$ cat config.mk
export PLATFORM = sky130hd
export DESIGN_NAME = irc_ctrl
export DESIGN_NICKNAME = d
export VERILOG_FILES = /design/src/rtl/irc_pkg.sv /design/src/rtl/irc_nmi_qual.sv /design/src/rtl/irc_edge_latch.sv /design/src/rtl/irc_arbiter.sv /design/src/rtl/irc_ctrl.sv
export SDC_FILE = /design/constraint.sdc
export NUM_CORES = 1
export LEC_CHECK = 0
export BUFFER_PORTS_ARGS = -buffer_cell sky130_fd_sc_hd__clkbuf_2
export CORE_UTILIZATION = 45
export DETAILED_ROUTE_END_ITERATION = 7
export PLACE_DENSITY = 0.86
export SETUP_SLACK_MARGIN = 0.1
export SLEW_MARGIN = 0
export SYNTH_ARGS = -nofsm -noshare
export SYNTH_HDL_FRONTEND = slang
export SYNTH_SLANG_ARGS = --single-unit
$ cat constraint.sdc
create_clock -name clk -period 1.4 [get_ports clk]
set_input_delay 0.28 -clock clk [delete_from_list [all_inputs] [get_ports clk]]
set_output_delay 0.28 -clock clk [all_outputs]
set_load 0.01 [all_outputs]
$ cat src/rtl/irc_pkg.sv
package irc_pkg;
  localparam int NSRC  = 5;
  localparam int NRST  = 3;
  localparam int VEC_W = 16;

  // priority index: lower wins
  typedef enum logic [2:0] {
    SRC_NMI = 3'd0,
    SRC_HI  = 3'd1,
    SRC_MID = 3'd2,
    SRC_LO  = 3'd3,
    SRC_EXT = 3'd4
  } src_e;

  typedef struct packed {
    logic            clr_hi;
    logic            mask_we;
    logic [NRST-1:0] mask;
  } mask_cmd_t;
endpackage

$ cat src/rtl/irc_nmi_qual.sv
module irc_nmi_qual (
  input  logic clk,
  input  logic rst_n,
  input  logic nmi_in,
  input  logic taken,
  output logic elig_o
);
  logic prev_q, prev_d;
  logic armed_q, armed_d;

  always_comb begin
    prev_d  = nmi_in;
    armed_d = armed_q;
    if (!nmi_in || taken) armed_d = 1'b0;
    if (nmi_in && !prev_q) armed_d = 1'b1;
  end

  always_ff @(posedge clk or negedge rst_n) begin
    if (!rst_n) begin
      prev_q  <= 1'b0;
      armed_q <= 1'b0;
    end else begin
      prev_q  <= prev_d;
      armed_q <= armed_d;
    end
  end

  assign elig_o = armed_q & nmi_in;


  nmi_rearm_chk: assert property (@(posedge clk) disable iff (!rst_n)
    taken |=> !elig_o);
endmodule

$ cat src/rtl/irc_edge_latch.sv
module irc_edge_latch (
  input  logic clk,
  input  logic rst_n,
  input  logic lvl_in,
  input  logic clr,
  output logic pend_o
);
  logic prev_q, pend_q, pend_d, rise;

  assign rise = lvl_in & ~prev_q;

  always_comb begin
    pend_d = pend_q;
    if (clr)  pend_d = 1'b0;
    if (rise) pend_d = 1'b1;
  end

  always_ff @(posedge clk or negedge rst_n) begin
    if (!rst_n) begin
      prev_q <= 1'b0;
      pend_q <= 1'b0;
    end else begin
      prev_q <= lvl_in;
      pend_q <= pend_d;
    end
  end

  assign pend_o = pend_q;


  hi_clear_chk: assert property (@(posedge clk) disable iff (!rst_n)
    (clr && !rise) |=> !pend_o);
endmodule

$ cat src/rtl/irc_arbiter.sv
module irc_arbiter #(
  parameter int N = 5
) (
  input  logic [N-1:0] req,
  output logic [N-1:0] grant,
  output logic         any
);
  always_comb begin
    grant = '0;
    for (int i = N - 1; i >= 0; i--) begin
      if (req[i]) grant = N'(1) << i;
    end
  end

  assign any = |req;
endmodule

$ cat src/rtl/irc_ctrl.sv
module irc_ctrl
  import irc_pkg::*;
#(
  parameter logic [VEC_W-1:0] NMI_VEC = 16'h0024,
  parameter logic [VEC_W-1:0] HI_VEC  = 16'h003C,
  parameter logic [VEC_W-1:0] MID_VEC = 16'h0034,
  parameter logic [VEC_W-1:0] LO_VEC  = 16'h002C,
  parameter int               SYNC_STAGES = 2
) (
  input  logic             clk,
  input  logic             rst_n,
  input  logic             nmi_i,
  input  logic             rq_hi_i,
  input  logic             rq_mid_i,
  input  logic             rq_lo_i,
  input  logic             ext_req_i,
  input  logic             ien_set_i,
  input  logic             ien_clr_i,
  input  logic             cmd_we_i,
  input  logic [4:0]       cmd_i,
  input  logic             smp_stb_i,
  output logic             irq_pend_o,
  output logic [VEC_W-1:0] vec_o,
  output logic             ext_ack_o,
  output logic             pc_hold_o
);
  // reset: asserted at once, released on a clock edge
  logic [SYNC_STAGES-1:0] sync_q;
  always_ff @(posedge clk or negedge rst_n) begin
    if (!rst_n) sync_q <= '0;
    else        sync_q <= {sync_q[SYNC_STAGES-2:0], 1'b1};
  end
  logic rst_s_n;
  assign rst_s_n = sync_q[SYNC_STAGES-1];

  mask_cmd_t cmd;
  assign cmd = mask_cmd_t'(cmd_i);

  logic [NRST-1:0] mask_q, mask_d;
  logic            ien_q, ien_d;
  logic [NRST-1:0] rs_raw, rs_elig;
  logic [NSRC-1:0] req, grant;
  logic            any, accept;
  logic            nmi_elig, hi_pend, hi_clr;
  logic [VEC_W-1:0] vec_sel;
  logic             pc_hold_q, ack_q;
  logic [VEC_W-1:0] vec_q, vec_d;

  irc_nmi_qual u_nmi (
    .clk(clk), .rst_n(rst_s_n), .nmi_in(nmi_i),
    .taken(accept & grant[SRC_NMI]), .elig_o(nmi_elig)
  );

  assign hi_clr = (accept & grant[SRC_HI]) | (cmd_we_i & cmd.clr_hi);

  irc_edge_latch u_hi (
    .clk(clk), .rst_n(rst_s_n), .lvl_in(rq_hi_i),
    .clr(hi_clr), .pend_o(hi_pend)
  );

  // mask bit i guards restart line i: 2 high, 1 middle, 0 low
  assign rs_raw = {hi_pend, rq_mid_i, rq_lo_i};
  for (genvar g = 0; g < NRST; g++) begin : g_rs
    assign rs_elig[g] = rs_raw[g] & ~mask_q[g] & ien_q;
    assign req[SRC_LO - g] = rs_elig[g];
  end
  assign req[SRC_NMI] = nmi_elig;
  assign req[SRC_EXT] = ext_req_i & ien_q;

  irc_arbiter #(.N(NSRC)) u_arb (.req(req), .grant(grant), .any(any));

  assign accept = smp_stb_i & any;

  always_comb begin
    unique case (1'b1)
      grant[SRC_NMI]: vec_sel = NMI_VEC;
      grant[SRC_HI]:  vec_sel = HI_VEC;
      grant[SRC_MID]: vec_sel = MID_VEC;
      grant[SRC_LO]:  vec_sel = LO_VEC;
      default:        vec_sel = '0;
    endcase
  end

  always_comb begin
    ien_d = ien_q;
    if (ien_set_i) ien_d = 1'b1;
    if (ien_clr_i) ien_d = 1'b0;
    if (accept && !grant[SRC_NMI]) ien_d = 1'b0;
    mask_d = (cmd_we_i && cmd.mask_we) ? cmd.mask : mask_q;
    vec_d  = accept ? vec_sel : vec_q;
  end

  always_ff @(posedge clk or negedge rst_s_n) begin
    if (!rst_s_n) begin
      ien_q     <= 1'b0;
      mask_q    <= '1;
      vec_q     <= '0;
      pc_hold_q <= 1'b0;
      ack_q     <= 1'b0;
    end else begin
      ien_q     <= ien_d;
      mask_q    <= mask_d;
      vec_q     <= vec_d;
      pc_hold_q <= accept;
      ack_q     <= accept & grant[SRC_EXT];
    end
  end

  assign irq_pend_o = any;
  assign vec_o      = vec_q;
  assign ext_ack_o  = ack_q;
  assign pc_hold_o  = pc_hold_q;


  ack_with_hold_chk: assert property (@(posedge clk) disable iff (!rst_s_n)
    ext_ack_o |-> pc_hold_o);

  ien_drop_chk: assert property (@(posedge clk) disable iff (!rst_s_n)
    (accept && !grant[SRC_NMI]) |=> !ien_q);

  nmi_first_chk: assert property (@(posedge clk) disable iff (!rst_s_n)
    (smp_stb_i && nmi_elig) |=> (pc_hold_o && vec_o == NMI_VEC && !ext_ack_o));

  no_strobe_chk: assert property (@(posedge clk) disable iff (!rst_s_n)
    !smp_stb_i |=> !pc_hold_o);

  hi_over_mid_chk: assert property (@(posedge clk) disable iff (!rst_s_n)
    (smp_stb_i && !nmi_elig && rs_elig[2] && rs_elig[1]) |=> vec_o == HI_VEC);
endmodule

==> impl_metrics.tcl, run 1 <==
set metrics [dict create \
    outcome "complete, but fails checks" \
    violations "design-rule violations, negative setup slack" \
    synth_cell_types 25 \
    maxCapViolations 0 \
    peakVddDrop_mv 0.585 \
    drt-pass1-iter-count 5 \
    drt_iter0_drc 8 \
    route.detailed.drc 4 \
    cts_tree "yes" \
    worstPathCellList "nor2b_4 > o21ai_2 > nand3_2 > clkbuf_2" \
    grt_antenna_before_repair 0 \
    syn_area_per_cell_um2 11.0 \
    start_kind "register" \
    grt_usage_pct 17.3 \
    holdCritPathClass "input pin to register" \
    fill_cells 127 \
    final_common_cell "clkbuf_2" \
    core_area_um2 1560 \
    grt_max_degree 14 \
    max_slew_margin_pct 66.5 \
    fin_crit_sh_pct 114 \
    setup_viol 1 \
    critical_path_class "register to output port" \
    antenna_cells 0 \
    wl_per_cell_um 12.4 \
    cpPeakStageDelay_ns 0.57 \
    vias 590 \
    hpwlAfterDp_um 1010 \
    worstPathRequired_ns 1.12 \
    max_freq_mhz 627 \
    tns_ns -0.195 \
    cp_max_fo 3 \
    final_nets 120 \
    globalplace.congestion 0.784 \
    synth_seq_cells 15 \
    yosysSeqAreaShare_pct 49.0 \
    h-tree-depth 1 \
    arrival_ns 1.31 \
    end_kind "output port" \
    initial_utilization_pct 49.6 \
    place.port_buffers 22 \
    grt_pass1_vias 543 \
    ys_warn_count 0 \
    rsz0062_at_grt "true" \
    final_hold_viol_count 0 \
    die_h_um 43.5 \
    ant_nets 0 \
    area_growth_pct 25.7 \
    insertion_delay_ns 0.28 \
    clk_pin_slew_ns 0.08 \
    final_max_slew_viol_count 0 \
    yosysTopAreaCellShare_pct 38.8 \
    die_area_um2 1890 \
    cts_made_buffers 3 \
    syn_area_um2 773 \
    worst_pin_slew_ns 0.502 \
    hold-worst-slack_ns 0.112 \
    place_area_um2 847 \
    row_count 14 \
    yosys-top-cells-area "dfrtp_1 (39%), buf_4 (13%), dfstp_2 (10%), nor2b_4 (5.3%), mux2_2 (4.4%)" \
    grt_overflow 0 \
    fin_crit_ns 1.59 \
    synth_largest_area_cell "dfrtp_1" \
    design_area_um2 972 \
    drt-vias-per-instance 4.96 \
    static-leakage-power_nw 0.496 \
    cpMaxStageDelayCell "dfstp_2" \
    setup_ws_ns -0.195 \
    grt_first_pass_wirelength_um 2290 \
    synthCells 70 \
    p_per_area_nw_per_um2 1160 \
    total_power_w 0.00113 \
    die_w_um 43.5 \
    ios 35 \
    clockBufferDepth 2 \
    finalClockSkew_ns 0.00151 \
    placed_cells 106 \
    layout_common_cells "clkbuf_2 (22), conb_1 (13), dfrtp_1 (12), buf_4 (7), nand2_1 (5)" \
    ctsRootBufferMaster "clkbuf_4" \
    layout-drive-gt1-share_pct 50.5 \
    stdcell_count 119 \
    cts.sink_count 15 \
    wl_um 1480 \
]
-- state kept, by name (all words and copies together) (netlist names) --
name	count
u_nmi.armed_q	1
u_hi.pend_o	1
ext_ack_o	1
ien_q	1
u_nmi.prev_q	1
u_hi.prev_q	1
vec_o	3
pc_hold_o	1
mask_q	3
sync_q	2
-- through the flow --
stage	setup WS [ns]	utilization, %
floorplan	0.188	-
detailed placement	0.0351	54.3
CTS	-0.177	61.6
global route	-0.240	62.4
global placement	0.113	54.3
finish	-0.195	62.4
-- critical path: cells and delay by family (launching register included) --
family / cells / cell delay, ns
flip-flops: 1 / 0.57
AND/OR/NAND/NOR: 2 / 0.16
AO/OA/AOI/OAI: 1 / 0.16
buffers and inverters: 1 / 0.14
-- cell type report --
type                       count  area (um^2)  share of cell area (%)
sequential                    15          379                    39.0
inverter                       3         11.3                    1.16
tap                           16         20.0                    2.06
clock buffer                   4         26.3                    2.70
multi-input combinational     50          352                    36.2
timing repair buffer          31          184                    18.9
-- where the power goes --
group	switching, W	internal, W
combinational	0.000156	0.000165
sequential	0.0000631	0.000503
clock	0.000129	0.000111
total	0.000348	0.000779
-- metal layers --
metal  track usage (%)  wire length [um]  share of wire (%)  up-vias
li1                  -                 -                  -      279
met1              16.8               522                 35      274
met2              31.5               825                 56       29
met3              6.25                80                5.4        8
met4              9.38                52                3.5        0
met5                 0                 0                  0        -
-- Yosys cell counts --
| library cell | count |
|---|---|
| buf_4 | 13 |
| dfrtp_1 | 12 |
| nand2_1 | 5 |
| nand3_1 | 4 |
| dfstp_2 | 3 |
| inv_1 | 3 |
| mux2_2 | 3 |
| nor2_1 | 3 |
| nor2b_4 | 3 |
| a21oi_1 | 2 |
| conb_1 | 2 |
| nand2b_1 | 2 |
| nor3_1 | 2 |
| o21ai_1 | 2 |
| a21boi_0 | 1 |
| a22o_4 | 1 |
| a31o_1 | 1 |
| and2_1 | 1 |
| nor3_2 | 1 |
| nor4_4 | 1 |
| o211ai_1 | 1 |
| o21a_1 | 1 |
| o21ai_2 | 1 |
| o221ai_1 | 1 |
| o22ai_1 | 1 |
-- kinds of logic (layout without fill, tap and decap cells) --
kind of cell	count (synthesis)	count (layout)	synth area share, %
and+or+nand+nor	22	22	19.6
buffers and inverters	16	38	14.1
DFF	15	15	49.0
AOI/OAI and AO/OA	12	12	12.0
muxes	3	3	4.37
other	2	13	0.971
-- what timing repair did --
action / in CTS / in global routing
pin swaps: 3 / 2
buffers inserted: 9 / 3
hold endpoints to repair: 2 / 0
resized for setup: 2 / 5
setup endpoints to repair: 1 / 6
hold buffers: 1 / 0
-- final timing paths --
path | cells after the start | startpoint | slack, ns | to
setup / recovery | 4 | mask_q[1] | -0.19 | irq_pend_o
setup reg to reg | 5 | mask_q[0] | 0.02 | vec_o[2]
max in group asynchronous | 0 | sync_q[1] | 0.84 | mask_q[2]
hold / removal | 1 | rq_hi_i | 0.11 | u_hi.prev_q
hold reg to reg | 0 | sync_q[1] | 0.21 | vec_o[3]
min in group asynchronous | 0 | sync_q[1] | 0.21 | vec_o[3]
No activity file was read; power rests on OpenSTA's default activity.
==> run 2: changes to the inputs <==
--- a/config.mk
+++ b/config.mk
@@ -6,9 +6,9 @@
 export NUM_CORES = 1
 export LEC_CHECK = 0
 export BUFFER_PORTS_ARGS = -buffer_cell sky130_fd_sc_hd__clkbuf_2
-export CORE_UTILIZATION = 45
+export CORE_UTILIZATION = 48
 export DETAILED_ROUTE_END_ITERATION = 7
-export PLACE_DENSITY = 0.86
+export PLACE_DENSITY = 0.9
 export SETUP_SLACK_MARGIN = 0.1
 export SLEW_MARGIN = 0
 export SYNTH_ARGS = -nofsm -noshare
==> constraint.sdc (replaced) <==
create_clock -name clk -period 1.88 [get_ports clk]
set_input_delay 0.376 -clock clk [delete_from_list [all_inputs] [get_ports clk]]
set_output_delay 0.376 -clock clk [all_outputs]
set_load 0.01 [all_outputs]
==> run 2 against run 1 <==
  * The run now ends clean
  * Register-to-register slack improved by 0.58 ns
  * Via count down 7.6%
  * Wire length decreased by 20%
  * Worst hold slack improved by 0.098 ns
  * First-iteration DRC count shrank 50%
  * Critical path depth unchanged
  * Clock power decreased by 28%
  * Clock-buffer cell count did not move
  * Critical path type unchanged
  * Largest cell class unchanged
==> impl_metrics.tcl, run 2 (synthesized netlist as in run 1, its figures left out) <==
set metrics [dict create \
    route.detailed.drc 0 \
    ctsRootBufferMaster "clkbuf_4" \
    final_common_cell "clkbuf_2" \
    core_area_um2 1510 \
    start_kind "register" \
    clk_pin_slew_ns 0.08 \
    design_area_um2 887 \
    place.port_buffers 22 \
    worst_pin_slew_ns 0.506 \
    grt_first_pass_wirelength_um 1950 \
    end_kind "output port" \
    setup_viol 0 \
    drt_iter0_drc 4 \
    ios 35 \
    stdcell_count 111 \
    grt_usage_pct 14.5 \
    finalClockSkew_ns 0.00207 \
    globalplace.congestion 0.815 \
    antenna_cells 0 \
    drt-pass1-iter-count 3 \
    layout_common_cells "clkbuf_2 (22), conb_1 (13), dfrtp_1 (12), nand2_1 (5), nand3_1 (4)" \
    r2r_start "mask_q[0]" \
    maxCapViolations 0 \
    cts_tree "yes" \
    die_h_um 42.1 \
    r2r_end "vec_o[2]" \
    drt-vias-per-instance 4.91 \
    cts_made_buffers 3 \
    grt_max_degree 14 \
    final_core_util_pct 58.9 \
    tns_ns 0 \
    die_area_um2 1780 \
    vias 545 \
    grt_overflow 0 \
    final_max_slew_viol_count 0 \
    cp_max_fo 3 \
    worstPathRequired_ns 1.50 \
    fin_crit_sh_pct 89.6 \
    placed_cells 106 \
    rsz0062_at_grt "false" \
    initial_utilization_pct 51.3 \
    critical_path_class "register to output port" \
    area_growth_pct 14.7 \
    crit_start "mask_q[1]" \
    layout-drive-gt1-share_pct 41.1 \
    row_count 14 \
    clockBufferDepth 2 \
    reg2reg_depth 4 \
    final_nets 112 \
    ff2ff_setup_slack_ns 0.60 \
    max_slew_margin_pct 66.2 \
    cts.sink_count 15 \
    insertion_delay_ns 0.27 \
    wl_per_cell_um 10.6 \
    h-tree-depth 1 \
    max_freq_mhz 593 \
    hpwlAfterDp_um 961 \
    place_area_um2 847 \
    wl_um 1180 \
    p_per_area_nw_per_um2 888 \
    peakVddDrop_mv 0.513 \
    static-leakage-power_nw 0.449 \
    die_w_um 42.1 \
    holdCritPathClass "register to async pin" \
    final_hold_viol_count 0 \
    grt_antenna_before_repair 0 \
    fin_crit_ns 1.69 \
    ant_nets 0 \
    grt_pass1_vias 530 \
    outcome "complete, no violations" \
    arrival_ns 1.31 \
]
## run 2: cell type report
| class | count | area [um^2] |
|---|---|---|
| Fill cell | 139 | 619 |
| Sequential cell | 15 | 379 |
| Multi-Input combinational cell | 50 | 330 |
| Timing Repair Buffer | 23 | 120 |
| Clock buffer | 4 | 26.3 |
| Tap cell | 16 | 20.0 |
| Inverter | 3 | 11.3 |
## run 2: through the flow
stage / hold WS (ns) / total power (W) / worst slack, ns
final: 0.210 / 0.000788 / 0.195
after global placement: 0.162 / 0.000609 / 0.482
after floorplan: 0.0804 / 0.000572 / 0.607
after detailed placement: 0.162 / 0.000619 / 0.462
after global routing: 0.214 / 0.000835 / 0.131
after CTS: 0.219 / 0.000798 / 0.156
## run 2: how the worst max path moves through the flow
stage	end	cells past startpoint	slack, ns
floorplan	irq_pend_o	3	0.61
global placement	irq_pend_o	5	0.48
detailed placement	irq_pend_o	5	0.46
CTS	irq_pend_o	4	0.16
global route	irq_pend_o	4	0.13
finish	irq_pend_o	4	0.19
## run 2: timing repair
item | in CTS | in global routing
endpoints found under the hold margin | 2 | 0
setup buffers | 0 | 0
gates resized for setup | 0 | 1
setup endpoints to repair | 0 | 1
hold buffers | 1 | 0
## run 2: per-layer routing
metal,track usage [%],part of all wire [%],up-vias
li1,-,-,261
met1,14.4,39,258
met2,26.9,53,22
met3,4.31,5.8,4
met4,7.50,1.6,0
met5,0,0,-
## run 2: worst max-delay path, cell delays in order (launching register included)
cell	delay [ns]
dfstp_2	0.56
nor2b_4	0.06
o21ai_2	0.17
nand3_1	0.11
clkbuf_2	0.14
## run 2: power by group
group,leakage (nW),switching [W],internal (W)
Combinational,0.257,0.000100,0.0000938
Clock,0.0150,0.0000920,0.0000820
Sequential,0.177,0.0000454,0.000375
Total,0.449,0.000238,0.000550
==> run 3: changes to the inputs <==
--- a/config.mk
+++ b/config.mk
@@ -9,7 +9,7 @@
 export CORE_UTILIZATION = 48
 export DETAILED_ROUTE_END_ITERATION = 7
 export PLACE_DENSITY = 0.9
-export SETUP_SLACK_MARGIN = 0.1
+export SETUP_SLACK_MARGIN = 0.5
 export SLEW_MARGIN = 0
 export SYNTH_ARGS = -nofsm -noshare
 export SYNTH_HDL_FRONTEND = slang
==> run 3 against run 2 <==
  * Clock skew up 0.0032 ns
  * Sequential cell count unchanged
  * Global-route usage is 2.3 points higher
  * Cell area is 10% higher
  * Worst hold slack worse by 0.0042 ns
  * Non-clock buffer count is 10 higher
  * Maximum frequency increased by 0.66%
  * Die area did not move
  * Sequential power about the same
  * Largest cell class unchanged
==> impl_metrics.tcl, run 3 (synthesized netlist as in run 1, its figures left out) <==
set metrics [dict create \
    outcome "complete, no violations" \
    internal_power_w 0.000579 \
    crit_buf_inv 1 \
    clk_pin_slew_ns 0.09 \
    cp_top_family "flip-flops" \
    rsz0062_at_grt "true" \
    hold-worst-slack_ns 0.206 \
    cp_max_fo 2 \
    setup_ws_ns 0.206 \
    core_area_um2 1510 \
    fin_crit_sh_pct 89.1 \
    grt_pass1_vias 580 \
    p_sw_share_pct 30.6 \
    wl_um 1480 \
    cts_made_buffers 3 \
    hpwlAfterDp_um 961 \
    ios 35 \
    ctsRootBufferMaster "clkbuf_4" \
    grt_max_degree 14 \
    drt-vias-per-instance 4.87 \
    pre_cts_ws_ns 0.462 \
    tns_ns 0 \
    arrival_ns 1.30 \
    route.detailed.drc 0 \
    ant_nets 0 \
    maxCapViolations 0 \
    area_growth_pct 26.7 \
    static-leakage-power_nw 0.499 \
    final_hold_viol_count 0 \
    worstPathCellList "nor2b_4 > o21ai_2 > nand3_1 > clkbuf_2" \
    p_sw_w 0.000256 \
    final_max_slew_viol_count 0 \
    pwr-share-clk_pct 21.4 \
    layout_common_cells "clkbuf_2 (22), conb_1 (13), dfrtp_1 (11), buf_4 (8), nand2_1 (5)" \
    wl_per_cell_um 12.2 \
    worstPathRequired_ns 1.50 \
    clockBufferDepth 2 \
    initial_utilization_pct 51.3 \
    cpMaxStageDelayCell "dfstp_2" \
    p_seq_share_pct 50.1 \
    final_common_cell "clkbuf_2" \
    holdCritPathClass "register to async pin" \
    cts_tree "yes" \
    start_kind "register" \
    row_count 14 \
    peakVddDrop_mv 0.485 \
    drt-pass1-iter-count 4 \
    vias 589 \
    grt_antenna_before_repair 0 \
    end_kind "output port" \
    cts.sink_count 15 \
    place.port_buffers 22 \
    drt_iter0_drc 10 \
    insertion_delay_ns 0.27 \
    p_per_area_nw_per_um2 852 \
    grt_usage_pct 16.8 \
    setup_viol 0 \
    cpPeakStageDelay_ns 0.57 \
    die_w_um 42.1 \
    final_nets 122 \
    critical_path_class "register to output port" \
    grt_first_pass_wirelength_um 2200 \
    combPwrFrac_pct 28.5 \
    finalClockSkew_ns 0.00531 \
    h-tree-depth 1 \
    globalplace.congestion 0.815 \
    antenna_cells 0 \
    grt_overflow 0 \
    final_core_util_pct 65.0 \
    max_freq_mhz 597 \
    fin_crit_ns 1.67 \
    die_area_um2 1780 \
    layout-drive-gt1-share_pct 49.5 \
    die_h_um 42.1 \
]
==> run 3: per-stage QoR <==
| step | cell area (um^2) | power, W | cells |
|---|---|---|---|
| after floorplan | 815 | 0.000572 | 81 |
| after global placement | 847 | 0.000609 | 106 |
| after detailed placement | 847 | 0.000619 | 106 |
| after CTS | 947 | 0.000822 | 119 |
| after global routing | 980 | 0.000881 | 121 |
| final | 980 | 0.000835 | 121 |
==> run 3: worst paths after layout <==
kind / start / endpoint / slack [ns] / depth (start not counted)
worst max register to register: mask_q[0] / ien_q / 0.33 / 9
worst min register to register: sync_q[1] / vec_o[3] / 0.21 / 0
worst max-delay path: mask_q[0] / irq_pend_o / 0.21 / 4
min in group clk: rq_hi_i / u_hi.prev_q / 0.22 / 1
max in group asynchronous: sync_q[1] / ien_q / 1.31 / 0
worst min-delay path: sync_q[1] / vec_o[3] / 0.21 / 0
==> run 3: power groups by stage <==
stage               Combinational [W]  Sequential (W)  Clock (W)
floorplan                    0.000142        0.000429          0
global placement             0.000187        0.000422          0
detailed placement           0.000192        0.000426          0
CTS                          0.000218        0.000420   0.000184
global route                 0.000256        0.000426   0.000198
finish                       0.000238        0.000418   0.000179
==> run 3: routing by layer <==
layer	routed length [um]	global-route usage (%)	up-vias
li1	-	-	280
met1	560	17.2	273
met2	829	32.2	34
met3	75	3.88	2
met4	13	6.88	0
met5	0	0	-
==> run 3: cell type report <==
type | count | area [um^2]
Sequential cell | 15 | 380
Timing Repair Buffer | 33 | 203
Inverter | 3 | 11.3
Clock buffer | 4 | 26.3
Multi-Input combinational cell | 50 | 339
Fill cell | 124 | 527
Tap cell | 16 | 20.0
==> run 3: timing repair <==
action                                  4_1_cts  5_1_grt
pin swaps                                     3        2
buffers inserted                              8        2
endpoints found under the setup margin        1        4
resized for setup                             1        5
hold buffers                                  1        0
endpoints found under the hold margin         2        0
